$ cat src/rtl/ebs_pkg.sv
package ebs_pkg;

   typedef enum logic [1:0] {
      PH_IDLE  = 2'd0,
      PH_ADDR  = 2'd1,
      PH_DATA  = 2'd2,
      PH_RECOV = 2'd3
   } phase_e;

   typedef struct packed {
      logic muxed;
      logic upper_is_bhe;
   } bus_cfg_t;

endpackage

$ cat src/rtl/ebs_phase_ctrl.sv
module ebs_phase_ctrl
   import ebs_pkg::*;
#(
   parameter int DATA_CLKS  = 2,
   parameter int RECOV_CLKS = 1
) (
   input  logic   clk,
   input  logic   rst_n,
   input  logic   start,
   output phase_e phase,
   output logic   last_data
);

   localparam int CNT_MAX = (DATA_CLKS > RECOV_CLKS) ? DATA_CLKS : RECOV_CLKS;
   localparam int CNT_W   = (CNT_MAX > 1) ? $clog2(CNT_MAX) : 1;
   localparam logic [CNT_W-1:0] DATA_LAST  = CNT_W'(DATA_CLKS - 1);
   localparam logic [CNT_W-1:0] RECOV_LAST = CNT_W'(RECOV_CLKS - 1);

   phase_e           phase_q;
   logic [CNT_W-1:0] cnt_q;

   always_ff @(posedge clk or negedge rst_n) begin
      if (!rst_n) begin
         phase_q <= PH_IDLE;
         cnt_q   <= '0;
      end else begin
         unique case (phase_q)
            PH_IDLE: begin
               cnt_q <= '0;
               if (start) phase_q <= PH_ADDR;
            end
            PH_ADDR: begin
               cnt_q   <= '0;
               phase_q <= PH_DATA;
            end
            PH_DATA: begin
               if (cnt_q == DATA_LAST) begin
                  cnt_q   <= '0;
                  phase_q <= PH_RECOV;
               end else begin
                  cnt_q <= cnt_q + 1'b1;
               end
            end
            PH_RECOV: begin
               if (cnt_q == RECOV_LAST) begin
                  cnt_q   <= '0;
                  phase_q <= PH_IDLE;
               end else begin
                  cnt_q <= cnt_q + 1'b1;
               end
            end
            default: begin
               cnt_q   <= '0;
               phase_q <= PH_IDLE;
            end
         endcase
      end
   end

   assign phase     = phase_q;
   assign last_data = (phase_q == PH_DATA) && (cnt_q == DATA_LAST);

endmodule

$ cat src/rtl/ebs_lane_steer.sv
module ebs_lane_steer #(
   parameter int DATA_W = 16
) (
   input  logic              word,
   input  logic              a0,
   input  logic [DATA_W-1:0] wdata,
   input  logic [DATA_W-1:0] ad_in,
   output logic [DATA_W-1:0] wr_bus,
   output logic [DATA_W-1:0] rd_val
);

   localparam int LANES  = 2;
   localparam int LANE_W = DATA_W / LANES;

   logic [LANE_W-1:0] lane_in [LANES];

   for (genvar l = 0; l < LANES; l++) begin : g_lane
      assign wr_bus[l*LANE_W +: LANE_W] = word ? wdata[l*LANE_W +: LANE_W]
                                               : wdata[LANE_W-1:0];
      assign lane_in[l] = ad_in[l*LANE_W +: LANE_W];
   end

   always_comb begin
      if (word) rd_val = ad_in;
      else      rd_val = {{(DATA_W-LANE_W){1'b0}}, lane_in[a0]};
   end

endmodule

$ cat src/rtl/ebs_pin_drive.sv
module ebs_pin_drive
   import ebs_pkg::*;
#(
   parameter int DATA_W = 16,
   parameter int HI_W   = 4
) (
   input  phase_e            phase,
   input  bus_cfg_t          cfg,
   input  logic              write,
   input  logic              word,
   input  logic              a0,
   input  logic [HI_W-1:0]   addr_hi,
   input  logic [DATA_W-1:0] addr_lo,
   input  logic [DATA_W-1:0] wr_bus,
   output logic              latch_stb,
   output logic [HI_W-1:0]   bus_a_hi,
   output logic [DATA_W-1:0] bus_a_lo,
   output logic [DATA_W-1:0] ad_out,
   output logic              ad_oe,
   output logic              upper_n,
   output logic              wr_lo_n,
   output logic              rd_n
);

   logic in_addr, in_data, in_cycle, hi_touch, lo_touch, wr_data, addr_on_ad;

   assign in_addr    = (phase == PH_ADDR);
   assign in_data    = (phase == PH_DATA);
   assign in_cycle   = in_addr | in_data;
   assign hi_touch   = word | a0;
   assign lo_touch   = word | ~a0;
   assign wr_data    = in_data & write;
   assign addr_on_ad = in_addr & cfg.muxed;

   assign latch_stb = in_addr;
   assign bus_a_hi  = in_cycle ? addr_hi : '0;
   assign bus_a_lo  = (in_cycle && !cfg.muxed) ? addr_lo : '0;
   assign ad_oe     = addr_on_ad | wr_data;
   assign ad_out    = addr_on_ad ? addr_lo : (wr_data ? wr_bus : '0);
   assign rd_n      = ~(in_data & ~write);

   always_comb begin
      if (cfg.upper_is_bhe) begin
         upper_n = ~(in_cycle & hi_touch);
         wr_lo_n = ~wr_data;
      end else begin
         upper_n = ~(wr_data & hi_touch);
         wr_lo_n = ~(wr_data & lo_touch);
      end
   end

endmodule

$ cat src/rtl/ext_bus_seq.sv
module ext_bus_seq
   import ebs_pkg::*;
#(
   parameter int ADDR_W     = 20,
   parameter int DATA_W     = 16,
   parameter int DATA_CLKS  = 2,
   parameter int RECOV_CLKS = 1,
   localparam int HI_W      = ADDR_W - DATA_W
) (
   input  logic              clk,
   input  logic              rst_n,
   input  logic              req_valid,
   input  logic [ADDR_W-1:0] req_addr,
   input  logic              req_word,
   input  logic              req_write,
   input  logic [DATA_W-1:0] req_wdata,
   input  logic              cfg_muxed,
   input  logic              cfg_upper_is_bhe,
   output logic              busy,
   output logic              done,
   output logic [DATA_W-1:0] rdata,
   output logic              latch_stb,
   output logic [HI_W-1:0]   bus_a_hi,
   output logic [DATA_W-1:0] bus_a_lo,
   output logic [DATA_W-1:0] ad_out,
   output logic              ad_oe,
   input  logic [DATA_W-1:0] ad_in,
   output logic              upper_n,
   output logic              wr_lo_n,
   output logic              rd_n
);

   if (DATA_W != 16) begin : g_bad_data_w
      $error("ext_bus_seq: DATA_W must be 16 (two byte lanes)");
   end
   if (ADDR_W <= DATA_W) begin : g_bad_addr_w
      $error("ext_bus_seq: ADDR_W must exceed DATA_W");
   end
   if (DATA_CLKS < 1 || RECOV_CLKS < 1) begin : g_bad_clks
      $error("ext_bus_seq: phase lengths must be at least one clock");
   end

   typedef struct packed {
      logic [ADDR_W-1:0] addr;
      logic              word;
      logic              write;
      logic [DATA_W-1:0] wdata;
   } req_t;

   phase_e            phase;
   logic              last_data;
   logic              start;
   req_t              req_q;
   bus_cfg_t          cfg_q;
   logic              done_q;
   logic [DATA_W-1:0] rdata_q;
   logic              bus_a0;
   logic [DATA_W-1:0] bus_addr_lo;
   logic [DATA_W-1:0] wr_bus;
   logic [DATA_W-1:0] rd_val;

   assign start = req_valid && (phase == PH_IDLE);

   always_ff @(posedge clk or negedge rst_n) begin
      if (!rst_n) begin
         req_q <= '0;
         cfg_q <= '0;
      end else if (start) begin
         req_q <= '{addr: req_addr, word: req_word, write: req_write, wdata: req_wdata};
         cfg_q <= '{muxed: cfg_muxed, upper_is_bhe: cfg_upper_is_bhe};
      end
   end

   ebs_phase_ctrl #(
      .DATA_CLKS (DATA_CLKS),
      .RECOV_CLKS(RECOV_CLKS)
   ) u_phase (
      .clk      (clk),
      .rst_n    (rst_n),
      .start    (start),
      .phase    (phase),
      .last_data(last_data)
   );

   assign bus_a0      = req_q.word ? 1'b0 : req_q.addr[0];
   assign bus_addr_lo = {req_q.addr[DATA_W-1:1], bus_a0};

   ebs_lane_steer #(.DATA_W(DATA_W)) u_lane (
      .word  (req_q.word),
      .a0    (bus_a0),
      .wdata (req_q.wdata),
      .ad_in (ad_in),
      .wr_bus(wr_bus),
      .rd_val(rd_val)
   );

   always_ff @(posedge clk or negedge rst_n) begin
      if (!rst_n) begin
         done_q  <= 1'b0;
         rdata_q <= '0;
      end else begin
         done_q <= last_data;
         if (last_data && !req_q.write) rdata_q <= rd_val;
      end
   end

   ebs_pin_drive #(
      .DATA_W(DATA_W),
      .HI_W  (HI_W)
   ) u_pins (
      .phase    (phase),
      .cfg      (cfg_q),
      .write    (req_q.write),
      .word     (req_q.word),
      .a0       (bus_a0),
      .addr_hi  (req_q.addr[ADDR_W-1:DATA_W]),
      .addr_lo  (bus_addr_lo),
      .wr_bus   (wr_bus),
      .latch_stb(latch_stb),
      .bus_a_hi (bus_a_hi),
      .bus_a_lo (bus_a_lo),
      .ad_out   (ad_out),
      .ad_oe    (ad_oe),
      .upper_n  (upper_n),
      .wr_lo_n  (wr_lo_n),
      .rd_n     (rd_n)
   );

   assign busy  = (phase != PH_IDLE);
   assign done  = done_q;
   assign rdata = rdata_q;

endmodule

$ cat config.mk
export PLATFORM = sky130hd
export DESIGN_NAME = ext_bus_seq
export DESIGN_NICKNAME = d
export VERILOG_FILES = /design/src/rtl/ebs_pkg.sv /design/src/rtl/ebs_phase_ctrl.sv /design/src/rtl/ebs_lane_steer.sv /design/src/rtl/ebs_pin_drive.sv /design/src/rtl/ext_bus_seq.sv
export SDC_FILE = /design/constraint.sdc
export NUM_CORES = 1
export LEC_CHECK = 0
export BUFFER_PORTS_ARGS = -buffer_cell sky130_fd_sc_hd__clkbuf_2
export CORE_MARGIN = 5
export CORE_UTILIZATION = 25
export DETAILED_ROUTE_END_ITERATION = 16
export MAX_ROUTING_LAYER = met4
export PLACE_DENSITY_LB_ADDON = 0.05
export SLEW_MARGIN = 20
export SYNTH_ARGS = -nofsm -noshare
export SYNTH_HDL_FRONTEND = slang
export SYNTH_SLANG_ARGS = --single-unit
$ cat constraint.sdc
create_clock -name clk -period 2.2 [get_ports clk]
set_clock_uncertainty 0.2 [all_clocks]
set_input_delay 0.22 -clock clk [delete_from_list [all_inputs] [get_ports clk]]
set_output_delay 0.22 -clock clk [all_outputs]
set_load 0.1 [all_outputs]
* Word level (Yosys, flattened, before mapping)
Cells that the tools add are included.
** Storage, ports and cells
- Register bits after elaboration :: 60
- Input bits :: 59
- Output and inout port bits :: 59
- Word-level logic and storage cells :: 65
** Cells by class
- Add/subtract/negate cells :: 1
- $lt $le $gt $ge :: 1
- Eq/ne operators :: 6
- Muxes and demuxes :: 19
- Bitwise logic cells :: 18
- Reduce and logical (&&, ||, !) cells :: 10
** Operator list (number)
- 16-bit 2-to-1 mux :: 4
- 8-bit 2-to-1 mux :: 4
- 2-bit one-hot mux with 4 select lines :: 1
- 1-bit inverter :: 7
- 1-bit bitwise AND :: 6
- 2-bit 2-to-1 mux :: 3
- 2-bit inequality test (second input constant) :: 3
- 1-bit 2-to-1 mux :: 5
- 2-bit == test (second input constant) :: 2
- 1-bit logical AND :: 4
- 4-bit 2-to-1 mux :: 1
- 1-bit bitwise OR :: 4
- 1-bit one-hot mux with 3 select lines :: 1
- 3-bit AND reduction :: 1
- 2-bit by 1-bit == test with 1-bit output (second input constant) :: 1
- 2-bit >= comparator (second input constant) :: 1
- 1-bit zero test :: 2
- 2-bit zero test :: 1
- 1-bit inverter with 2-bit output :: 1
- 2-bit nonzero test :: 1
- 2-bit OR reduction :: 1
- 1-bit adder (second input constant) :: 1

* Depth between registers and ports, before layout
Gate-level depths: netlist of run 1.
- Depth in word-level cells :: 6
- Mapped depth :: 7
- Depth with buffers taken out :: 5

* By module
A second synthesis of run 1 with hierarchy kept.
** Second synthesis, totals
- Cells, all modules :: 267
- Area, all modules :: 3276.9 um^2
** Modules (own cells, without submodules)
- ext_bus_seq :: instances 1, cells an instance 123, area an instance 2152.1 um^2, sequential area each 1426.4 um^2
- ebs_pin_drive :: instances 1, cells an instance 92, area an instance 565.5 um^2, sequential area each 0.0 um^2
- ebs_lane_steer :: instances 1, cells an instance 36, area an instance 361.6 um^2, sequential area each 0.0 um^2
- ebs_phase_ctrl :: instances 1, cells an instance 16, area an instance 197.7 um^2, sequential area each 75.1 um^2

* Least setup slack after synthesis of run 1
Ideal clock, no wire load.
- Path kind :: reg2out
- Start :: register u_phase.phase_q[1], in the netlist u_phase.phase[1]
- End :: output port ad_out[0]
- Data arrival time :: 2955 ps
- Required time :: 1780 ps
- Setup slack :: -1175 ps
- Cell stages (with the launch flop) :: 5
- Path buffers :: 0
- Cell sequence :: dfrtp_1 inv_1 ha_1 nand2_1 o2bb2ai_1
** On the way
- Elaborated cells on any way between the ends :: 6
- Classes of those cells :: eq/ne (2); mux (2); bitwise (2)
** RTL lines
- start, declared :: line ebs_phase_ctrl.sv:19 : phase_e phase_q;
- start signal, assigned :: line ebs_phase_ctrl.sv:24 : phase_q <= PH_IDLE;
- start signal, assigned :: line ebs_phase_ctrl.sv:30 : if (start) phase_q <= PH_ADDR;
- start signal, assigned :: line ebs_phase_ctrl.sv:34 : phase_q <= PH_DATA;
- 2-bit by 1-bit == test with 1-bit output :: line ebs_pin_drive.sv:27 : assign in_addr = (phase == PH_ADDR);
- via latch_stb :: line ext_bus_seq.sv:22 : output logic latch_stb,
- 1-bit bitwise AND :: line ebs_pin_drive.sv:33 : assign addr_on_ad = in_addr & cfg.muxed;
- 16-bit 2-to-1 mux :: line ebs_pin_drive.sv:39 : assign ad_out = addr_on_ad ? addr_lo : (wr_data ? wr_bus : '0);
- end, declared :: line ext_bus_seq.sv:25 : output logic [DATA_W-1:0] ad_out,
The timed path passes the listed nets, and every way through them passes these cells.

* Worst setup path after layout of run 1
- Start :: register u_phase.phase_q[1], in the netlist u_phase.phase[1]
- End :: output port ad_out[4]
** On the way
- Longest elaborated chain between the ends :: 4
- Elaborated cells on any way between the ends :: 6
- Classes of those cells :: eq/ne (2); mux (2); bitwise (2)
** Ends and longest elaborated chain
- 2-bit == test :: line ebs_pin_drive.sv:28 : assign in_data = (phase == PH_DATA);
- 1-bit bitwise AND :: line ebs_pin_drive.sv:32 : assign wr_data = in_data & write;
- 16-bit 2-to-1 mux :: line ebs_pin_drive.sv:39
- 16-bit 2-to-1 mux (*) :: line ebs_pin_drive.sv:39
Mark *: on every way between the ends. The rest lies on a longest branch, timed or not.

==> results of run 1 <==
-- cell usage after synthesis, types with 4 or more instances --
cell type,instances
a22o_1,7
buf_6,6
and2_1,21
dfrtp_1,60
buf_2,5
inv_1,4
nand2_1,37
mux2_4,40
o21ai_1,26
ha_1,4
mux2i_1,16
-- path summary, 6_finish.rpt --
| check | start | end | slack, ns | cells past startpoint |
|---|---|---|---|---|
| worst min-delay path | req_valid | u_phase.phase[0] | 0.09 | 4 |
| max in group asynchronous | rst_n | rdata[10] | 1.28 | 3 |
| min in group asynchronous | rst_n | req_q[34] | 0.24 | 3 |
| worst max register to register | u_phase.phase[1] | u_phase.phase[1] | 0.27 | 6 |
| worst max-delay path | u_phase.phase[1] | ad_out[4] | -0.04 | 8 |
| worst min register to register | rdata[12] | rdata[12] | 0.28 | 2 |
-- cells by family (layout without fill, tap and decap cells) --
kind of cell / count (synthesis) / after routing / synth area share [%]
flops: 60 / 60 / 49.7
buf+inv: 17 / 215 / 3.93
simple gates: 68 / 68 / 11.5
mux: 57 / 57 / 25.6
fa+ha+maj: 4 / 4 / 1.66
compound gates: 37 / 37 / 7.66
-- per-layer routing --
metal	vias to the layer above	global-route usage (%)
met4	0	3.87
met5	-	-
met3	11	4.19
met1	1199	17.2
met2	68	22.7
li1	1221	-
-- timing repair --
action | in CTS | in global routing
cloned | 2 | 0
buffers inserted | 6 | 2
pin swaps | 7 | 0
endpoints found under the setup margin | 32 | 32
hold endpoints to repair | 116 | 0
hold buffers | 57 | 0
resized for setup | 43 | 2
-- final cells by class --
type / count / area share (%)
clock buffer: 13 / 4.70
clock inverter: 3 / 1.17
inverter: 4 / 0.261
multi-input combinational: 166 / 29.2
sequential: 60 / 26.1
tap: 147 / 3.20
timing repair buffer: 195 / 35.4
-- registers in the layout, indices dropped and copies added, names as in the netlist --
name           count
rdata             16
bus_addr_lo       15
req_q             23
cfg_q              2
u_phase.phase      2
u_phase.cnt_q      1
done               1
-- stage by stage --
step	TNS [ns]	utilization (%)	instance area [sq um]	cells
floorplan	-0.0996	-	3190	243
global placement	0	38.5	4590	506
detailed placement	0	38.5	4590	506
CTS	-0.351	48.2	5740	587
global route	-1.56	48.3	5750	588
finish	-0.274	48.3	5750	588
-- tightest hold or removal path, delay by kind of cell --
family          cells  cell delay (ns)
compound gates      2             0.19
buf+inv             2             0.16
==> flow_summary.ini, run 1 <==
[status]
outcome = finished, violations left
violations = negative setup slack

[detailed_routing]
wl_per_cell_um = 16.2
drt_first_pass_iters = 4
met2_length_um = 4650
route.detailed.drc = 0
drt_iter0_drc = 70
wl_met1_um = 4250
route.met3.wl_um = 490
viasPerCell = 4.25
ant_nets = 0
highest_layer = met4
postRouteWirelength_um = 9530
vias = 2499

[clock_tree]
insertion_delay_ns = 0.32
cts_buffers = 9
cts_root_buf = clkbuf_16
clockBufferDepth = 2
cts_tree = yes
clk_pin_slew_ns = 0.05
cts.htree.levels = 3
cts_num_sinks = 60

[sta]
worst_slack_ns = -0.0406
worstMarginPinSlew_ns = 0.560
setup_viol = 9
rsz0062_at_grt = yes
timing.hold.ws_ns = 0.0883
fin_crit_sh_pct = 102
relSlewSlack_pct = 62.8
finalWorstPathRequiredPeriod_ns = 2.24
hold_viol = 0
slew_viol_final = 0
timing.fmax_mhz = 446

[worst_setup_path]
cp_num_buf_inv = 4
cp.required_ns = 1.78
crit_family = buffers and inverters
crit_chain = inv_2 -> buf_6 -> ha_4 -> and2_4 -> nor2_4 -> buf_12 -> a22o_4 -> buf_12
max_stage_delay_ns = 0.39
cpMostUsedCell = buf_12
crit_path_top_delay_cell = dfrtp_1
critPathKind = register to output pin
worst-path-max-fanout = 8
cp-start-kind = register
endpoint_kind = output pin
arrival_ns = 1.82

[floorplan]
ios = 118
dieArea_sq_um = 14400
rows = 40
core-area_sq_um = 11900
initial_core_util_pct = 25.4
die_h_um = 120
chipWidth_um = 120

[logic_synthesis]
synth_edf_count = 0
netlist_instances = 243
synth-async-reset-ratio_pct = 100
synth_ff_type = dfrtp_1
syn_avg_cell_area_sq_um = 12.4
yosysWarnings = 0
netlist.area_leader.share_pct = 49.7
synth-seq-cells = 60
ys_seq_area_share_pct = 49.7
synthTopCellsByArea = dfrtp_1, mux2_4, mux2i_1
yosys.area.top_type = dfrtp_1
ys_types = 28
syn-cell-area_sq_um = 3020
syn_nets = 306

[finish]
drive_above_1_share_pct = 56.5
seqCellArea_sq_um = 1500
most-common-layout-cells = clkbuf_2, dfrtp_1, dlygate4sd3_1
final_nets = 499
area_delta_synth_final_pct = 90.4
mostFrequentLayoutCell = clkbuf_2
multi_input_area_sq_um = 1680
diodes = 0
fillers = 1100

[global_routing]
antenna_found_initial = 0
grt_pass1_vias = 2753
overflow = 0
grtUsageTotal_pct = 14.1
grt_max_degree = 61
grt_pass1_wl_um = 15100

[min_path]
hp-class = input port to register

[placement]
dpl.hpwl_um = 6340
numPortBuffers = 117
place.gp.congestion = 0.670
pre_cts_ws_ns = 0.172

[job]
cap_violations = 0
Power of run 1 is not shown: default switching activity piles up to over one toggle a cycle in this logic, so the estimate is an artifact.
==> inputs of run 2 (changes only) <==
Settings changed: BUFFER_PORTS_ARGS -buffer_cell sky130_fd_sc_hd__clkbuf_2 to -buffer_cell sky130_fd_sc_hd__buf_2.
==> run 2 against run 1 <==
  * The flow still finishes with violations (negative setup slack)
  * Global-route usage decreased by 0.073 points
  * Flip-flop and latch count unchanged
  * Critical path depth decreased by 1
  * Fmax decreased by 0.70%
  * Cell count decreased by 0.34%
==> flow_summary.ini, run 2 (synthesis gave the netlist of run 1 again) <==
[finish]
most-common-layout-cells = buf_2, dfrtp_1, dlygate4sd3_1
regMostFlops = req_q
mostFrequentLayoutCell = buf_2
diodes = 0
largest_reg_flops = 23
fillers = 1094
final_nets = 497
stdcell_count = 586
fin_util_pct = 47.8
area_delta_synth_final_pct = 88.4
drive_above_1_share_pct = 55.1

[worst_setup_path]
cp.required_ns = 1.78
cp-start-kind = register
endpoint_kind = output pin
arrival_ns = 1.84
worst-path-max-fanout = 8
critPathKind = register to output pin

[clock_tree]
cts.htree.levels = 3
clockBufferDepth = 2
cts_tree = yes
cts_num_sinks = 60
cts_root_buf = clkbuf_16
insertion_delay_ns = 0.32
cts_buffers = 9
clk_pin_slew_ns = 0.05

[sta]
worstMarginPinSlew_ns = 0.592
hold_viol = 0
slew_viol_final = 0
setup_viol = 15
worst_slack_ns = -0.0564
rsz0062_at_grt = yes
fin_crit_sh_pct = 103
finalWorstPathRequiredPeriod_ns = 2.26
relSlewSlack_pct = 60.6
timing.fmax_mhz = 443

[floorplan]
initial_core_util_pct = 25.4
die_h_um = 120
ios = 118
rows = 40
core-area_sq_um = 11900
chipWidth_um = 120
dieArea_sq_um = 14400

[detailed_routing]
route.detailed.drc = 0
viasPerCell = 4.21
postRouteWirelength_um = 9230
drt_first_pass_iters = 4
vias = 2468
drt_iter0_drc = 68
ant_nets = 0
wl_per_cell_um = 15.7

[global_routing]
grt_pass1_vias = 2727
antenna_found_initial = 0
overflow = 0
grt_pass1_wl_um = 15000
grt_max_degree = 39
grtUsageTotal_pct = 14.0

[placement]
dpl.hpwl_um = 6310
numPortBuffers = 117
place.gp.congestion = 0.704
dp_cells = 504

[status]
violations = negative setup slack
outcome = finished, violations left

[min_path]
hp-class = input port to register

[job]
cap_violations = 0
## run 2: area by class of cell
| cell class | instances | area [sq um] | area share [%] |
|---|---|---|---|
| Clock buffer | 15 | 278 | 4.88 |
| Clock inverter | 1 | 5.00 | 0.0880 |
| Inverter | 4 | 15.0 | 0.264 |
| Multi-Input combinational cell | 166 | 1700 | 29.8 |
| Sequential cell | 60 | 1500 | 26.4 |
| Tap cell | 147 | 184 | 3.23 |
| Timing Repair Buffer | 193 | 2010 | 35.3 |
## run 2: what timing repair did
action                                  4_1_cts  5_1_grt
gates resized for setup                      38        7
endpoints found under the setup margin       33       33
hold buffers                                 57        0
gates cloned                                  2        0
setup buffers                                 7        1
endpoints found under the hold margin        78        0
pin swaps                                     9        2
## run 2: path summary, 6_finish.rpt
check	start	cells past startpoint	endpoint	slack, ns
setup / recovery	u_phase.phase[1]	7	bus_a_lo[6]	-0.06
hold / removal	req_valid	4	u_phase.phase[0]	0.10
setup reg to reg	u_phase.phase[1]	6	u_phase.phase[1]	0.24
hold reg to reg	rdata[3]	2	rdata[3]	0.28
max in group asynchronous	rst_n	3	bus_addr_lo[1]	0.95
min in group asynchronous	rst_n	2	rdata[0]	0.24
## run 2: worst max-delay path: stages (launching register included)
cell and delay, ns:
dfrtp_1 0.40, inv_2 0.10, ha_4 0.20, and2b_2 0.22, buf_12 0.13, buf_16 0.13
and2_4 0.16, buf_12 0.16
## run 2: layer usage
| layer | part of all wire [%] | GRT usage [%] | wire [um] |
|---|---|---|---|
| met4 | 1.4 | 4.51 | 131 |
| met1 | 43 | 16.8 | 4010 |
| met2 | 49 | 22.4 | 4550 |
| met3 | 5.8 | 4.38 | 531 |
| met5 | 0 | - | 0 |
## run 2: per-stage QoR
stage / area [sq um] / worst slack, ns / hold slack, ns / TNS [ns]
6_report: 5690 / -0.0564 / 0.105 / -0.450
5_1_grt: 5690 / -0.122 / 0.120 / -1.67
4_1_cts: 5670 / -0.0712 / 0.0861 / -1.12
3_5_place_dp: 4560 / 0.122 / 0.0662 / 0
3_3_place_gp: 4560 / 0.0909 / 0.0678 / 0
2_1_floorplan: 3190 / -0.0996 / -0.276 / -0.0996
Power of run 2 is left out for the same reason.
